--- src/rtl/masked_sbox3.sv ---
module masked_sbox3 #(
  parameter int W = 16
) (
  input  logic            clk,
  input  logic            rst_n,
  input  logic            start,
  input  logic [4*W-1:0]  in_s0,
  input  logic [4*W-1:0]  in_s1,
  input  logic [4*W-1:0]  in_s2,
  input  logic [3*W-1:0]  rnd_data,
  input  logic            rnd_valid,
  output logic            rnd_ready,
  output logic            busy,
  output logic            done,
  output logic [4*W-1:0]  out_s0,
  output logic [4*W-1:0]  out_s1,
  output logic [4*W-1:0]  out_s2
);
  localparam int NSLOT = 9;
  localparam int NSTEP = 14;

  typedef enum logic [1:0] {OP_XOR, OP_AND, OP_OR, OP_NOT} op_t;

  logic [W-1:0] v [NSLOT][3];
  logic [3:0]   pc;
  op_t          op;
  logic [3:0]   d, sa, sb;

  always_comb begin
    op = OP_XOR; d = 4'd0; sa = 4'd0; sb = 4'd0;
    case (pc)
      4'd0:  begin op = OP_XOR; d = 4'd4; sa = 4'd1; sb = 4'd2; end
      4'd1:  begin op = OP_AND; d = 4'd5; sa = 4'd2; sb = 4'd4; end
      4'd2:  begin op = OP_XOR; d = 4'd6; sa = 4'd3; sb = 4'd5; end
      4'd3:  begin op = OP_XOR; d = 4'd8; sa = 4'd0; sb = 4'd6; end
      4'd4:  begin op = OP_AND; d = 4'd5; sa = 4'd4; sb = 4'd6; end
      4'd5:  begin op = OP_XOR; d = 4'd4; sa = 4'd4; sb = 4'd8; end
      4'd6:  begin op = OP_XOR; d = 4'd5; sa = 4'd5; sb = 4'd2; end
      4'd7:  begin op = OP_OR;  d = 4'd7; sa = 4'd0; sb = 4'd5; end
      4'd8:  begin op = OP_XOR; d = 4'd1; sa = 4'd4; sb = 4'd7; end
      4'd9:  begin op = OP_NOT; d = 4'd0; sa = 4'd0; sb = 4'd0; end
      4'd10: begin op = OP_XOR; d = 4'd5; sa = 4'd5; sb = 4'd0; end
      4'd11: begin op = OP_XOR; d = 4'd3; sa = 4'd1; sb = 4'd5; end
      4'd12: begin op = OP_OR;  d = 4'd5; sa = 4'd5; sb = 4'd4; end
      4'd13: begin op = OP_XOR; d = 4'd2; sa = 4'd6; sb = 4'd5; end
      default: ;
    endcase
  end

  logic          nonlin, inv, step;
  logic [W-1:0]  a0, a1, a2, b0, b1, b2;
  logic [W-1:0]  z01, z02, z12, z10, z20, z21;
  logic [W-1:0]  g0, g1, g2, c0, c1, c2;

  assign nonlin    = (op == OP_AND) || (op == OP_OR);
  assign inv       = (op == OP_OR);
  assign rnd_ready = busy && nonlin;
  assign step      = busy && (!nonlin || rnd_valid);

  assign a0 = v[sa][0] ^ {W{inv}};
  assign a1 = v[sa][1];
  assign a2 = v[sa][2];
  assign b0 = v[sb][0] ^ {W{inv}};
  assign b1 = v[sb][1];
  assign b2 = v[sb][2];

  assign z01 = rnd_data[W-1:0];
  assign z02 = rnd_data[2*W-1:W];
  assign z12 = rnd_data[3*W-1:2*W];
  assign z10 = (z01 ^ (a0 & b1)) ^ (a1 & b0);
  assign z20 = (z02 ^ (a0 & b2)) ^ (a2 & b0);
  assign z21 = (z12 ^ (a1 & b2)) ^ (a2 & b1);
  assign g0  = (a0 & b0) ^ z01 ^ z02;
  assign g1  = (a1 & b1) ^ z10 ^ z12;
  assign g2  = (a2 & b2) ^ z20 ^ z21;

  always_comb begin
    case (op)
      OP_AND:  begin c0 = g0;       c1 = g1; c2 = g2; end
      OP_OR:   begin c0 = ~g0;      c1 = g1; c2 = g2; end
      OP_NOT:  begin c0 = ~a0;      c1 = a1; c2 = a2; end
      default: begin c0 = a0 ^ b0;  c1 = a1 ^ b1; c2 = a2 ^ b2; end
    endcase
  end

  always_ff @(posedge clk) begin
    if (!rst_n) begin
      busy <= 1'b0;
      done <= 1'b0;
      pc   <= '0;
      for (int k = 0; k < NSLOT; k++)
        for (int s = 0; s < 3; s++)
          v[k][s] <= '0;
    end else begin
      done <= 1'b0;
      if (!busy && start) begin
        busy <= 1'b1;
        pc   <= '0;
        for (int k = 0; k < 4; k++) begin
          v[k][0] <= in_s0[k*W +: W];
          v[k][1] <= in_s1[k*W +: W];
          v[k][2] <= in_s2[k*W +: W];
        end
      end else if (step) begin
        v[d][0] <= c0;
        v[d][1] <= c1;
        v[d][2] <= c2;
        if (pc == 4'(NSTEP - 1)) begin
          busy <= 1'b0;
          done <= 1'b1;
        end else begin
          pc <= pc + 4'd1;
        end
      end
    end
  end

  assign out_s0 = {v[3][0], v[2][0], v[1][0], v[8][0]};
  assign out_s1 = {v[3][1], v[2][1], v[1][1], v[8][1]};
  assign out_s2 = {v[3][2], v[2][2], v[1][2], v[8][2]};
endmodule


--- config.mk ---
export PLATFORM = sky130hd
export DESIGN_NAME = masked_sbox3
export DESIGN_NICKNAME = d
export VERILOG_FILES = /design/src/rtl/masked_sbox3.sv
export SDC_FILE = /design/constraint.sdc
export NUM_CORES = 2
export LEC_CHECK = 0
export ABC_AREA = 1
export BUFFER_PORTS_ARGS = -buffer_cell sky130_fd_sc_hd__buf_2
export CORE_ASPECT_RATIO = 0.75
export CORE_MARGIN = 5
export CORE_UTILIZATION = 44
export CTS_CLUSTER_SIZE = 28
export DETAILED_ROUTE_END_ITERATION = 8
export PLACE_DENSITY_LB_ADDON = 0.25
export SLEW_MARGIN = 10
export SYNTH_ARGS = -nofsm -noshare
export SYNTH_HDL_FRONTEND = slang
export SYNTH_SLANG_ARGS = --single-unit
--- constraint.sdc ---
create_clock -name clk -period 13.2 [get_ports clk]
set_clock_uncertainty 0.15 [all_clocks]
set_input_delay 1.98 -clock clk [delete_from_list [all_inputs] [get_ports clk]]
set_output_delay 1.98 -clock clk [all_outputs]
set_load 0.05 [all_outputs]
Yosys cells after proc, flatten, opt, wreduce, memory -nomap -nowiden

Memory sizes are Yosys's and may differ from the RTL's.
Cells that the tools add are included.

RAM bits: 432
Memories kept: 1
Logic and storage cells: 125
Output and inout bits: 195
Bits of input ports: 244
Flip-flop bits (word level): 6

Add/subtract/negate cells: 1
Bitwise operators: 43
Equality and inequality tests: 16
Multiplexer cells: 34
Reduce and logical (&&, ||, !) cells: 27

Memory list:

| name | depth | width | read ports | clocked after memory_dff | write ports | line | source |
|---|---|---|---|---|---|---|---|
| v    | 9     | 48    | 6          | 0                        | 9           | 24   | `logic [W-1:0] v [NSLOT][3];` |

Operators by type and width:

| operator              | count |
|---|---|
| $xor A16 B16 Y16      | 17 |
| $mux W16              | 12 |
| $and A16 B16 Y16      | 9 |
| $pmux W16 S2          | 2 |
| $mux W48              | 1 |
| $pmux W16 S3          | 1 |
| $reduce_or A48 Y1     | 1 |
| $not A16 Y16          | 2 |
| $pmux W4 S8           | 1 |
| $eq A4 B4 Y1 const B  | 6 |
| $pmux W4 S6           | 1 |
| $pmux W3 S6           | 1 |
| $reduce_or A2 Y1      | 9 |
| $eq A4 B3 Y1 const B  | 4 |
| $mux W1               | 12 |
| $or A1 B1 Y1          | 12 |
| $reduce_or A3 Y1      | 3 |
| $eq A4 B2 Y1 const B  | 2 |
| $pmux W2 S3           | 1 |
| $reduce_or A5 Y1      | 1 |
| $add A4 B1 Y4 const B | 1 |
| $eq A2 B2 Y1 const B  | 2 |
| $eq A4 B1 Y1 const B  | 1 |
| $logic_not A4 Y1      | 1 |
| 10 further kinds      | 18 |

Longest topological paths before layout

Depth after elaboration: 14
Gate-level depth with buffers: 27
Gate-level depth less buffers: 24

Worst setup path after synthesis

OpenSTA, ideal clock, no wires.

Path type: input-to-reg
From: input port rnd_valid
To: memory v[8][0] (netlist bit), enable pin
Buffers on the path: 0
Library setup time: 432 ps
Arrival: 4511 ps
Data required time: 12618 ps
Setup slack: 8108 ps
Cell stages on the path: 7
Cells stage by stage: o21ai_0 nor2_1 inv_1 a21oi_1 inv_1 o21ai_1 a21oi_1

RTL lines:

| what            | line | source |
|---|---|---|
| start, declared | 11   | `input logic rnd_valid,` |
| end, declared   | 24   |  |

==> results.yml <==
status:
  status: "complete, no violations"
timing:
  maxSlewViolCount: 0
  timing.fmax_mhz: 154
  tightestPinTransition_ns: 1.28
  period_share: 0.491
  rsz0062_at_grt: "false"
  timing.final.crit_period_ns: 6.48
  setup_violations: 0
  relSlewSlack: 0.143
  tns_ns: 0
  setup_ws_ns: 6.72
  hold_viol: 0
power:
  seqPwrFrac: 0.403
  p_leak_uw: 0.0217
  combPwrFrac: 0.265
  switching_share: 0.359
  vdd_drop_max_v: 0.0000998
  internal-power_uw: 4330
  p_clk_frac: 0.332
  power_switching_uw: 2430
  powerDensity_mw_per_mm2: 138
final_layout:
  final_nets: 6102
  fin_cells: 7193
  fillers: 9418
  syn_to_final_growth_pct: 13.3
  drive_above_1_share: 0.138
  multi_input_area_mm2: 0.0191
  final-seq-area_mm2: 0.0213
setup_path:
  path_delay_family: "buffers and inverters"
  crit_type: "reg2reg"
  path_cells: "inv_1 -> ha_1 -> inv_1 -> nor2_4 -> inv_6 -> buf_12 -> nand3_4 -> buf_12 -> nor2_1 -> a21oi_1 -> nand2_1 -> nand3_1 -> nand2_1 -> inv_2 -> ha_1 -> xnor2_1 -> xor2_1 -> o21ai_0 -> a21oi_1 -> o21ai_0 -> nand2_1 -> nor2_1 -> inv_1 -> o21ai_0"
  cp.buffers_inverters: 7
  crit_required_ns: 13.54
  cp_max_fo: 126
  cp-end-kind: "flop"
  max_stage_delay_ns: 0.78
  startpoint_type: "flop"
  cp.arrival_ns: 6.82
  crit_path_top_delay_cell: "nand3_4"
clock_network:
  htreeDepth: 3
  cts.clk_slew.worst_paths_ns: 0.06
  cts.repair.resized: 0
  cts_sinks: 712
  clockBufferDepth: 3
  cts_inserted_buffers: 77
  cts_tree: "built"
  worstSkewPairLatency_ns: 0.67
  cts_setup_buffers: 0
  ctsHoldBuffers: 0
  clock-root-buffer: "clkbuf_16"
routing:
  drt_first_iter_violations: 6406
  via_per_inst: 5.89
  firstDrtPassIters: 7
  drc: 0
  routed_wl_um: 178000
  ant_nets: 0
  avgRoutedWirePerCell_um: 24.8
  via_count: 42400
placed_design:
  gp_congestion: 0.978
  portBuffers: 438
  dp_hpwl_um: 121000
  place_ws_ns: 6.48
  placedCellCount: 7035
floorplanning:
  start_util: 0.444
  core-area_mm2: 0.0974
  dieArea_mm2: 0.105
  row_count: 99
  ios: 439
  fp.dieH_um: 281
  die_x_um: 372
yosys:
  synth-main-ff-cell: "edfxtp_1"
  yosysMostFrequentCell: "nand2_1"
  yosys.area_share.adder: 0.0165
  syn-instance-count: 5471
  synthArstFlopShare: 0
  synth_xor_xnor_area_share: 0.0134
  yosysTopAreaCellShare: 0.491
  synth_area_mm2: 0.0432
  ys_ff_latch: 712
  ys_warn_count: 0
  synth_mux_area_frac: 0
  synth_cell_types: 34
  synth_top_family_by_area: "simple AND/OR/NAND/NOR gates"
  synth_top_area_cell: "edfxtp_1"
  synth_edf_count: 706
  synth_area_leaders: "edfxtp_1 49%, nand2_1 14%, nand3_1 13%"
  syn_area_per_cell_um2: 7.89
  yosys.area_share.simple: 0.346
  synth_compound_area_frac: 0.0540
  ys_top_cells_by_count: "1609 x nand2_1, 1127 x nand3_1, 706 x edfxtp_1, 512 x nor2_1, 386 x inv_1"
  yosysSeqAreaShare: 0.494
global_routing:
  grt_pass1_vias: 38300
  overflow: 0
  grt_max_degree: 157
  antenna_found_initial: 18
  grt_usage: 0.330
  grt_pass1_wl_um: 255000
flow_run:
  cap_violations: 0
hold_path:
  worstHoldPathType: "reg2reg"
routing by layer:
metal,GRT usage,wire [µm],part of all wire,vias to the layer above
met3,0.109,26500,0.15,455
met4,0.132,7880,0.044,10
met2,0.480,75100,0.42,3080
met5,0.0125,241,0.0014,-
li1,-,-,-,18900
met1,0.455,68400,0.38,20000
stage by stage:
| stage | hold slack (ns) | instance area, µm² | util | total power [µW] |
|---|---|---|---|---|
| 2_1_floorplan | 0.338 | 43500 | - | 3910 |
| 3_5_place_dp | 0.377 | 46300 | 0.476 | 4490 |
| 4_1_cts | 0.385 | 48900 | 0.502 | 6700 |
| 3_3_place_gp | 0.365 | 46300 | 0.476 | 4460 |
| 6_report | 0.381 | 48900 | 0.503 | 6760 |
| 5_1_grt | 0.411 | 48900 | 0.502 | 6980 |
worst reg2reg max path: stages, from the launching register on:
cell and delay [ns]:
dfxtp_1 0.40, inv_1 0.11, ha_1 0.27, inv_1 0.13
nor2_4 0.07, inv_6 0.48, buf_12 0.44, nand3_4 0.79
buf_12 0.59, nor2_1 0.27, a21oi_1 0.10, nand2_1 0.16
nand3_1 0.11, nand2_1 0.18, inv_2 0.06, ha_1 0.20
xnor2_1 0.13, xor2_1 0.15, o21ai_0 0.15, a21oi_1 0.06
o21ai_0 0.10, nand2_1 0.07, nor2_1 0.45, inv_1 0.41
o21ai_0 0.30
path summary, 6_finish.rpt:
check | from | to | slack, ns | depth (start not counted)
max | pc[0] | v[3][39] | 6.72 | 24
min | pc[0] | pc[0] | 0.38 | 2
max reg2reg | pc[0] | v[3][39] | 6.72 | 24
min reg2reg | pc[0] | pc[0] | 0.38 | 2
power groups by stage:
stage                     clock network, µW  registers, µW  logic, µW
after floorplan                           0           2910        999
after global placement                    0           2760       1700
after detailed placement                  0           2770       1730
after CTS                              2240           2720       1740
after global routing                   2330           2730       1920
final                                  2250           2720       1790
cells by family after synthesis:
group | count (synthesis)
AO/OA/AOI/OAI | 442
XOR/XNOR | 66
adder cells (fa/ha/maj) | 57
buffers and inverters | 758
flip-flops | 712
other | 1
AND/OR/NAND/NOR | 3435
registers in the layout (all words and copies together), names as in the netlist:
signal,count
done,1
busy,1
pc,4
v,706
placed cells by master (no fill, tap or decap), types with 4 or more instances in the layout:
cell type	instances
buf_4	61
clkinvlp_4	4
nand2_4	4
xor2_1	49
nand2_2	74
xnor2_1	17
o21ai_0	199
inv_1	383
diode_2	15
clkbuf_1	17
conb_1	82
nand2_1	1597
or2_2	8
clkinv_2	16
nand3b_1	31
clkbuf_16	79
nor2_1	504
clkinv_4	4
ha_1	56
nand3_2	5
o21bai_1	15
nand3_1	1126
o21ai_1	21
buf_2	438
nor2_4	28
dfxtp_1	6
a21oi_1	172
clkinv_1	10
nand4_1	31
nor2_2	18
edfxtp_1	706
o211ai_1	33
bufinv_16	7
inv_2	39
layout make-up:
class	instances	share of cell area
Antenna cell	15	0.000767
Clock buffer	96	0.0417
Clock inverter	47	0.0102
Inverter	426	0.0329
Multi-Input combinational cell	4082	0.390
Sequential cell	712	0.436
Tap cell	1313	0.0336
Timing Repair Buffer	502	0.0554
Note: power is estimated with default switching activity, not from simulation.
